## config.mk

```make
export PLATFORM = sky130hd
export DESIGN_NAME = gc_group_filter
export DESIGN_NICKNAME = d
export VERILOG_FILES = /design/src/rtl/gc_pkg.sv /design/src/rtl/gc_frame_qual.sv /design/src/rtl/gc_group_match.sv /design/src/rtl/gc_cmd_decode.sv /design/src/rtl/gc_group_filter.sv
export SDC_FILE = /design/constraint.sdc
export NUM_CORES = 1
export LEC_CHECK = 0
export BUFFER_PORTS_ARGS = -buffer_cell sky130_fd_sc_hd__buf_2
export CORE_MARGIN = 5
export CORE_UTILIZATION = 29
export DETAILED_ROUTE_END_ITERATION = 6
export GPL_TIMING_DRIVEN = 0
export PLACE_DENSITY = 0.78
export SYNTH_ARGS = -nofsm -noshare
export SYNTH_HDL_FRONTEND = slang
export SYNTH_HIERARCHICAL = 1
export SYNTH_SLANG_ARGS = --single-unit
```

## constraint.sdc

```tcl
create_clock -name clk -period 1.45 [get_ports clk]
set_input_delay 0 -clock clk [delete_from_list [all_inputs] [get_ports clk]]
set_output_delay 0 -clock clk [all_outputs]
set_load 0.05 [all_outputs]
```

## src/rtl/gc_pkg.sv

```systemverilog
package gc_pkg;

    // Verdict held for the cycle after a frame strobe
    typedef enum logic [1:0] {
        GC_IDLE  = 2'd0,
        GC_ADDR  = 2'd1,
        GC_LEAVE = 2'd2,
        GC_DROP  = 2'd3
    } gc_state_e;

    // Decoded command set
    typedef struct packed {
        logic clear;
        logic unfreeze;
        logic freeze;
        logic sync;
        logic unsync;
    } gc_cmd_t;

    // Command byte bit positions
    localparam int unsigned CMD_CLEAR_BIT    = 2;
    localparam int unsigned CMD_UNFREEZE_BIT = 3;
    localparam int unsigned CMD_FREEZE_BIT   = 4;
    localparam int unsigned CMD_SYNC_BIT     = 5;
    localparam int unsigned CMD_UNSYNC_BIT   = 6;
    localparam int unsigned CMD_W            = 8;

    // Bits 0, 1 and 7 are reserved
    localparam logic [CMD_W-1:0] CMD_RESV_MASK = 8'h83;

endpackage

```

## src/rtl/gc_frame_qual.sv

```systemverilog
module gc_frame_qual #(
    parameter int unsigned SAP_W = 8,
    parameter int unsigned LEN_W = 8,
    parameter int unsigned ST_W  = 3,
    parameter logic [SAP_W-1:0] GC_SSAP = 8'd62,
    parameter logic [SAP_W-1:0] GC_DSAP = 8'd58,
    parameter logic [LEN_W-1:0] GC_LEN  = 8'd2,
    parameter logic [ST_W-1:0]  DX_CODE = 3'b100
) (
    input  logic             valid,
    input  logic [SAP_W-1:0] ssap,
    input  logic [SAP_W-1:0] dsap,
    input  logic [LEN_W-1:0] len,
    input  logic [ST_W-1:0]  state,
    output logic             take
);
    logic addr_ok;
    logic len_ok;
    logic st_ok;

    always_comb begin
        addr_ok = (ssap == GC_SSAP) && (dsap == GC_DSAP);
        len_ok  = (len == GC_LEN);
        st_ok   = (state == DX_CODE);
        take    = valid && addr_ok && len_ok && st_ok;
    end
endmodule

```

## src/rtl/gc_group_match.sv

```systemverilog
module gc_group_match #(
    parameter int unsigned GRP_W = 8
) (
    input  logic [GRP_W-1:0] sel,
    input  logic [GRP_W-1:0] ident,
    output logic             hit
);
    logic [GRP_W-1:0] both;

    // One AND term per group
    for (genvar g = 0; g < GRP_W; g++) begin : g_grp
        assign both[g] = sel[g] & ident[g];
    end

    always_comb begin
        hit = (|both) || (sel == '0);
    end
endmodule

```

## src/rtl/gc_cmd_decode.sv

```systemverilog
module gc_cmd_decode
    import gc_pkg::*;
(
    input  logic [CMD_W-1:0] cmd,
    input  logic             chk_off,
    output logic             resv_bad,
    output gc_cmd_t          dec
);
    logic frz;
    logic ufrz;
    logic syn;
    logic usyn;

    always_comb begin
        resv_bad     = !chk_off && ((cmd & CMD_RESV_MASK) != '0);
        frz          = cmd[CMD_FREEZE_BIT];
        ufrz         = cmd[CMD_UNFREEZE_BIT];
        syn          = cmd[CMD_SYNC_BIT];
        usyn         = cmd[CMD_UNSYNC_BIT];
        dec.clear    = cmd[CMD_CLEAR_BIT];
        // Conflicting pairs cancel each other
        dec.freeze   = frz  && !ufrz;
        dec.unfreeze = ufrz && !frz;
        dec.sync     = syn  && !usyn;
        dec.unsync   = usyn && !syn;
    end
endmodule

```

## src/rtl/gc_group_filter.sv

```systemverilog
module gc_group_filter
    import gc_pkg::*;
#(
    parameter int unsigned SAP_W = 8,
    parameter int unsigned LEN_W = 8,
    parameter int unsigned ST_W  = 3,
    parameter int unsigned GRP_W = 8,
    parameter logic [ST_W-1:0] DX_CODE = 3'b100
) (
    input  logic             clk,
    input  logic             rst_n,
    input  logic             frm_valid,
    input  logic [SAP_W-1:0] frm_ssap,
    input  logic [SAP_W-1:0] frm_dsap,
    input  logic [LEN_W-1:0] frm_len,
    input  logic [CMD_W-1:0] frm_cmd,
    input  logic [GRP_W-1:0] frm_grp,
    input  logic [ST_W-1:0]  slave_state,
    input  logic             resv_chk_off,
    input  logic [GRP_W-1:0] grp_ident,
    output logic             addressed_o,
    output logic             clear_o,
    output logic             freeze_o,
    output logic             unfreeze_o,
    output logic             sync_o,
    output logic             unsync_o,
    output logic             leave_master_o
);
    localparam logic [SAP_W-1:0] GC_SSAP = SAP_W'(62);
    localparam logic [SAP_W-1:0] GC_DSAP = SAP_W'(58);
    localparam logic [LEN_W-1:0] GC_LEN  = LEN_W'(2);

    logic      take;
    logic      hit;
    logic      resv_bad;
    gc_cmd_t   dec;
    gc_cmd_t   cmd_q;
    gc_cmd_t   cmd_d;
    gc_state_e state_q;
    gc_state_e state_d;

    gc_frame_qual #(
        .SAP_W  (SAP_W),
        .LEN_W  (LEN_W),
        .ST_W   (ST_W),
        .GC_SSAP(GC_SSAP),
        .GC_DSAP(GC_DSAP),
        .GC_LEN (GC_LEN),
        .DX_CODE(DX_CODE)
    ) u_qual (
        .valid(frm_valid),
        .ssap (frm_ssap),
        .dsap (frm_dsap),
        .len  (frm_len),
        .state(slave_state),
        .take (take)
    );

    gc_group_match #(
        .GRP_W(GRP_W)
    ) u_match (
        .sel  (frm_grp),
        .ident(grp_ident),
        .hit  (hit)
    );

    gc_cmd_decode u_dec (
        .cmd     (frm_cmd),
        .chk_off (resv_chk_off),
        .resv_bad(resv_bad),
        .dec     (dec)
    );

    // Next-state and command capture
    always_comb begin
        state_d = GC_IDLE;
        cmd_d   = '0;
        if (take) begin
            if (resv_bad) begin
                state_d = GC_LEAVE;
            end else if (hit) begin
                state_d = GC_ADDR;
                cmd_d   = dec;
            end else begin
                state_d = GC_DROP;
            end
        end
    end

    // State register
    always_ff @(posedge clk) begin
        if (!rst_n) begin
            state_q <= GC_IDLE;
            cmd_q   <= '0;
        end else begin
            state_q <= state_d;
            cmd_q   <= cmd_d;
        end
    end

    // Outputs from state
    always_comb begin
        addressed_o    = 1'b0;
        leave_master_o = 1'b0;
        clear_o        = 1'b0;
        freeze_o       = 1'b0;
        unfreeze_o     = 1'b0;
        sync_o         = 1'b0;
        unsync_o       = 1'b0;
        unique case (state_q)
            GC_IDLE: ;
            GC_DROP: ;
            GC_LEAVE: leave_master_o = 1'b1;
            GC_ADDR: begin
                addressed_o = 1'b1;
                clear_o     = cmd_q.clear;
                freeze_o    = cmd_q.freeze;
                unfreeze_o  = cmd_q.unfreeze;
                sync_o      = cmd_q.sync;
                unsync_o    = cmd_q.unsync;
            end
        endcase
    end

    AST_PULSE_AFTER_STROBE: assert property (@(posedge clk) disable iff (!rst_n)
        (addressed_o || leave_master_o) |-> $past(frm_valid));
    AST_STATE_GATE: assert property (@(posedge clk) disable iff (!rst_n)
        (addressed_o || leave_master_o) |-> ($past(slave_state) == DX_CODE));
    AST_LEAVE_EXCL: assert property (@(posedge clk) disable iff (!rst_n)
        leave_master_o |-> !(addressed_o || clear_o || freeze_o || sync_o));
    AST_LEAVE_POLICED: assert property (@(posedge clk) disable iff (!rst_n)
        leave_master_o |-> !$past(resv_chk_off));
    AST_CMD_NEEDS_ADDR: assert property (@(posedge clk) disable iff (!rst_n)
        (clear_o || freeze_o || unfreeze_o || sync_o || unsync_o) |-> addressed_o);
    AST_NO_CONFLICT: assert property (@(posedge clk) disable iff (!rst_n)
        !(freeze_o && unfreeze_o) && !(sync_o && unsync_o));
    AST_FRAME_SHAPE: assert property (@(posedge clk) disable iff (!rst_n)
        addressed_o |-> ($past(frm_len) == GC_LEN && $past(frm_dsap) == GC_DSAP));
endmodule

```

==> results.md <==
- Post-route DRC: 0
- Core Region: 1450 um2
- Antenna Cells: 0
- Vias: slightly above 600
- Setup crit end kind: output port
- Gpl congestion: about 0.75
- Synth warnings: 6
- Mapped Nets: 105
- Crit Path Class: reg2out
- Worst setup startpoint: state_q[0]
- Initial Util: approximately 30%
- Critical Path AT: 1.16 ns
- CTS Sinks: 7
- Global-route wire length before repair: 2.53 mm
- Setup TNS: 0 ns
- DRT iter0 DRCs: 4
- Final nets: ~170
- Synth Instances: 50
- Final Hold Fails: 0
- Largest area contributor in the netlist: dfxtp_1
- Cell Pwr Density: 594 nW/um2
- DRT Pass-1 Iters: 4
- Final Setup Violations: 0
- Die Y-Extent: roughly 49 um
- CTS tree: built
- Fmax: 858 MHz
- GRT Overall Usage: around 13%
- Ports: 62
- Count of input and output buffers: 60
- Maximum clock path buffer count: 2
- Dpl hpwl: around 1.4 mm
- Top-area cell type share of the netlist area: between 30% and 40%
- Worst hold path class: in2reg
- Cell Rows: 14
- Critical Path RT: around 1.5 ns
- Cts bufs inserted: 3
- DR WL/cell: about 11 um
- Register area share after synthesis: between 30 and 40%
- Peak supply drop: 190 uV
- Die Wd: 48.7 um
- Vias in the first global route: 687
- Seq. cell area: ~140 um2
- Die ar.: 2370 um2
- Lkg Pwr: 0.427 nW
- Overall Power: roughly 470 uW
- Vias/cell: approximately 4.7
- Initial antenna violation count: 0
- Relative slew slack: about 80%
- Layout cell share with drive strength beyond 1: 59.1%
- Status: completed
- MaxCap Viol Count: 0
- Largest net degree at the start of global routing: 7
- RSZ-0062 raised after global routing: false
- Final slew viol count: 0
- Dominant cells by area after synthesis: dfxtp_1 (32%), and2_1 (14%), nor2b_1 (7.2%)
- Multi-input logic area: 283 um2
- Syn_area_per_cell: between 8 and 9 um2
- Mapped cell area: ~430 um2
- Final wirelength: ~1.5 mm
- Synthesized flop and latch total: 7
- Final min period: 1.16 ns
- Synth cell types: 21
- CTS root buf: clkbuf_4
- Worst slew pin tran: between 0.2 and 0.3 ns
- Gr ovfl total: 0
- Layout area overhead: 82.1%
- CTS clk-pin slew, worst paths: ~0.050 ns
- Period utilization: ~80%
- Worst Hold Launch: resv_chk_off
- CP max FO: 6
- Fillers: approximately 150
- CP startpoint kind: flip-flop
- H-tree Lvls: 1
- Antenna-violating nets left: 0
kinds of logic (layout without fill, tap and decap cells):
kind of cell | after synthesis | in the layout | synth area share, %
buf+inv | 2 | 67 | 2.59
compound gates | 5 | 5 | 10.1
simple gates | 36 | 36 | 55.0
flops | 7 | 7 | 32.3
flip-flops by register name (all words and copies together), names as in the netlist:
register  count
state_q       2
cmd_q         5
cell type report:
cell class | instances | share of cell area, %
plain buffers | 1 | 0.949
flip-flops and latches | 7 | 17.7
clock buffers | 4 | 3.32
multi-input cells | 41 | 35.8
repair buffers | 61 | 39.2
well taps | 16 | 2.53
inverters | 1 | 0.475
report_power, final:
group	leakage (nW)	internal, mW	switching, mW
Clock	0.0150	0.105	0.0672
Sequential	0.0563	0.193	0.0000000000908
Combinational	0.355	0.0696	0.0352
Total	0.427	0.367	0.102
worst paths after layout:
kind,endpoint,cells past startpoint
worst min-delay path,state_q[0],3
worst max-delay path,freeze_o,3
cells in the mapped netlist (all sizes together):
cell,instances
or4b,1
nor2,5
and2,10
nor4,3
a221oi,1
nand2,2
a21oi,1
a22o,1
nor2b,6
a22oi,2
and4b,1
buf,1
and4bb,1
nor4bb,1
nor3,1
dfxtp,7
nor4b,1
inv,1
nand4,4
through the flow:
step	instance area [um2]	std cells	util, %	hold WS [ns]	setup slack, ns
after CTS	791	131	54.4	0.0176	0.264
after global routing	791	131	54.4	0.0388	0.192
after detailed placement	754	126	51.9	0.218	0.0903
after floorplan	434	50	-	0.144	0.101
after global placement	754	126	51.9	0.205	0.157
final	791	131	54.4	0.0238	0.285
cell usage in the layout, fill, tap and decap left out:
cell type | netlist | routed
a22o_1 | 1 | 1
nand4_1 | 4 | 4
dfxtp_1 | 7 | 7
nor4bb_1 | 1 | 1
dlygate4sd3_1 | 0 | 1
nor4b_1 | 1 | 1
a22oi_1 | 2 | 2
and4b_1 | 1 | 1
and4bb_1 | 1 | 1
nor2b_2 | 1 | 1
buf_2 | 0 | 60
nor3_1 | 1 | 1
nor4_2 | 1 | 1
clkbuf_4 | 0 | 3
a21oi_1 | 1 | 1
inv_1 | 1 | 1
or4b_4 | 1 | 1
a221oi_2 | 1 | 1
nor2_1 | 5 | 5
nor2b_1 | 5 | 5
and2_1 | 10 | 10
nand2_1 | 2 | 2
nor4_1 | 2 | 2
clkbuf_1 | 0 | 1
buf_4 | 1 | 1
per-layer routing:
layer  vias to the layer above  wire length (um)  global-route usage (%)
li1                        314                 -                       -
met1                       272               508                    13.0
met2                        34               797                    24.3
met3                         2               156                    4.29
met4                         0                 9                    4.04
met5                         -                 0                       0
worst max-delay path: stages, from the launching register on:
cell and delay [ns]:
dfxtp_1 0.31, nor2b_2 0.20, and2_1 0.15, buf_2 0.26
what timing repair did:
item	in CTS	in global routing
setup buffers	0	0
hold buffers	1	0
resized for setup	0	0
endpoints found under the hold margin	1	0
Power figures use the tool's default switching activity.
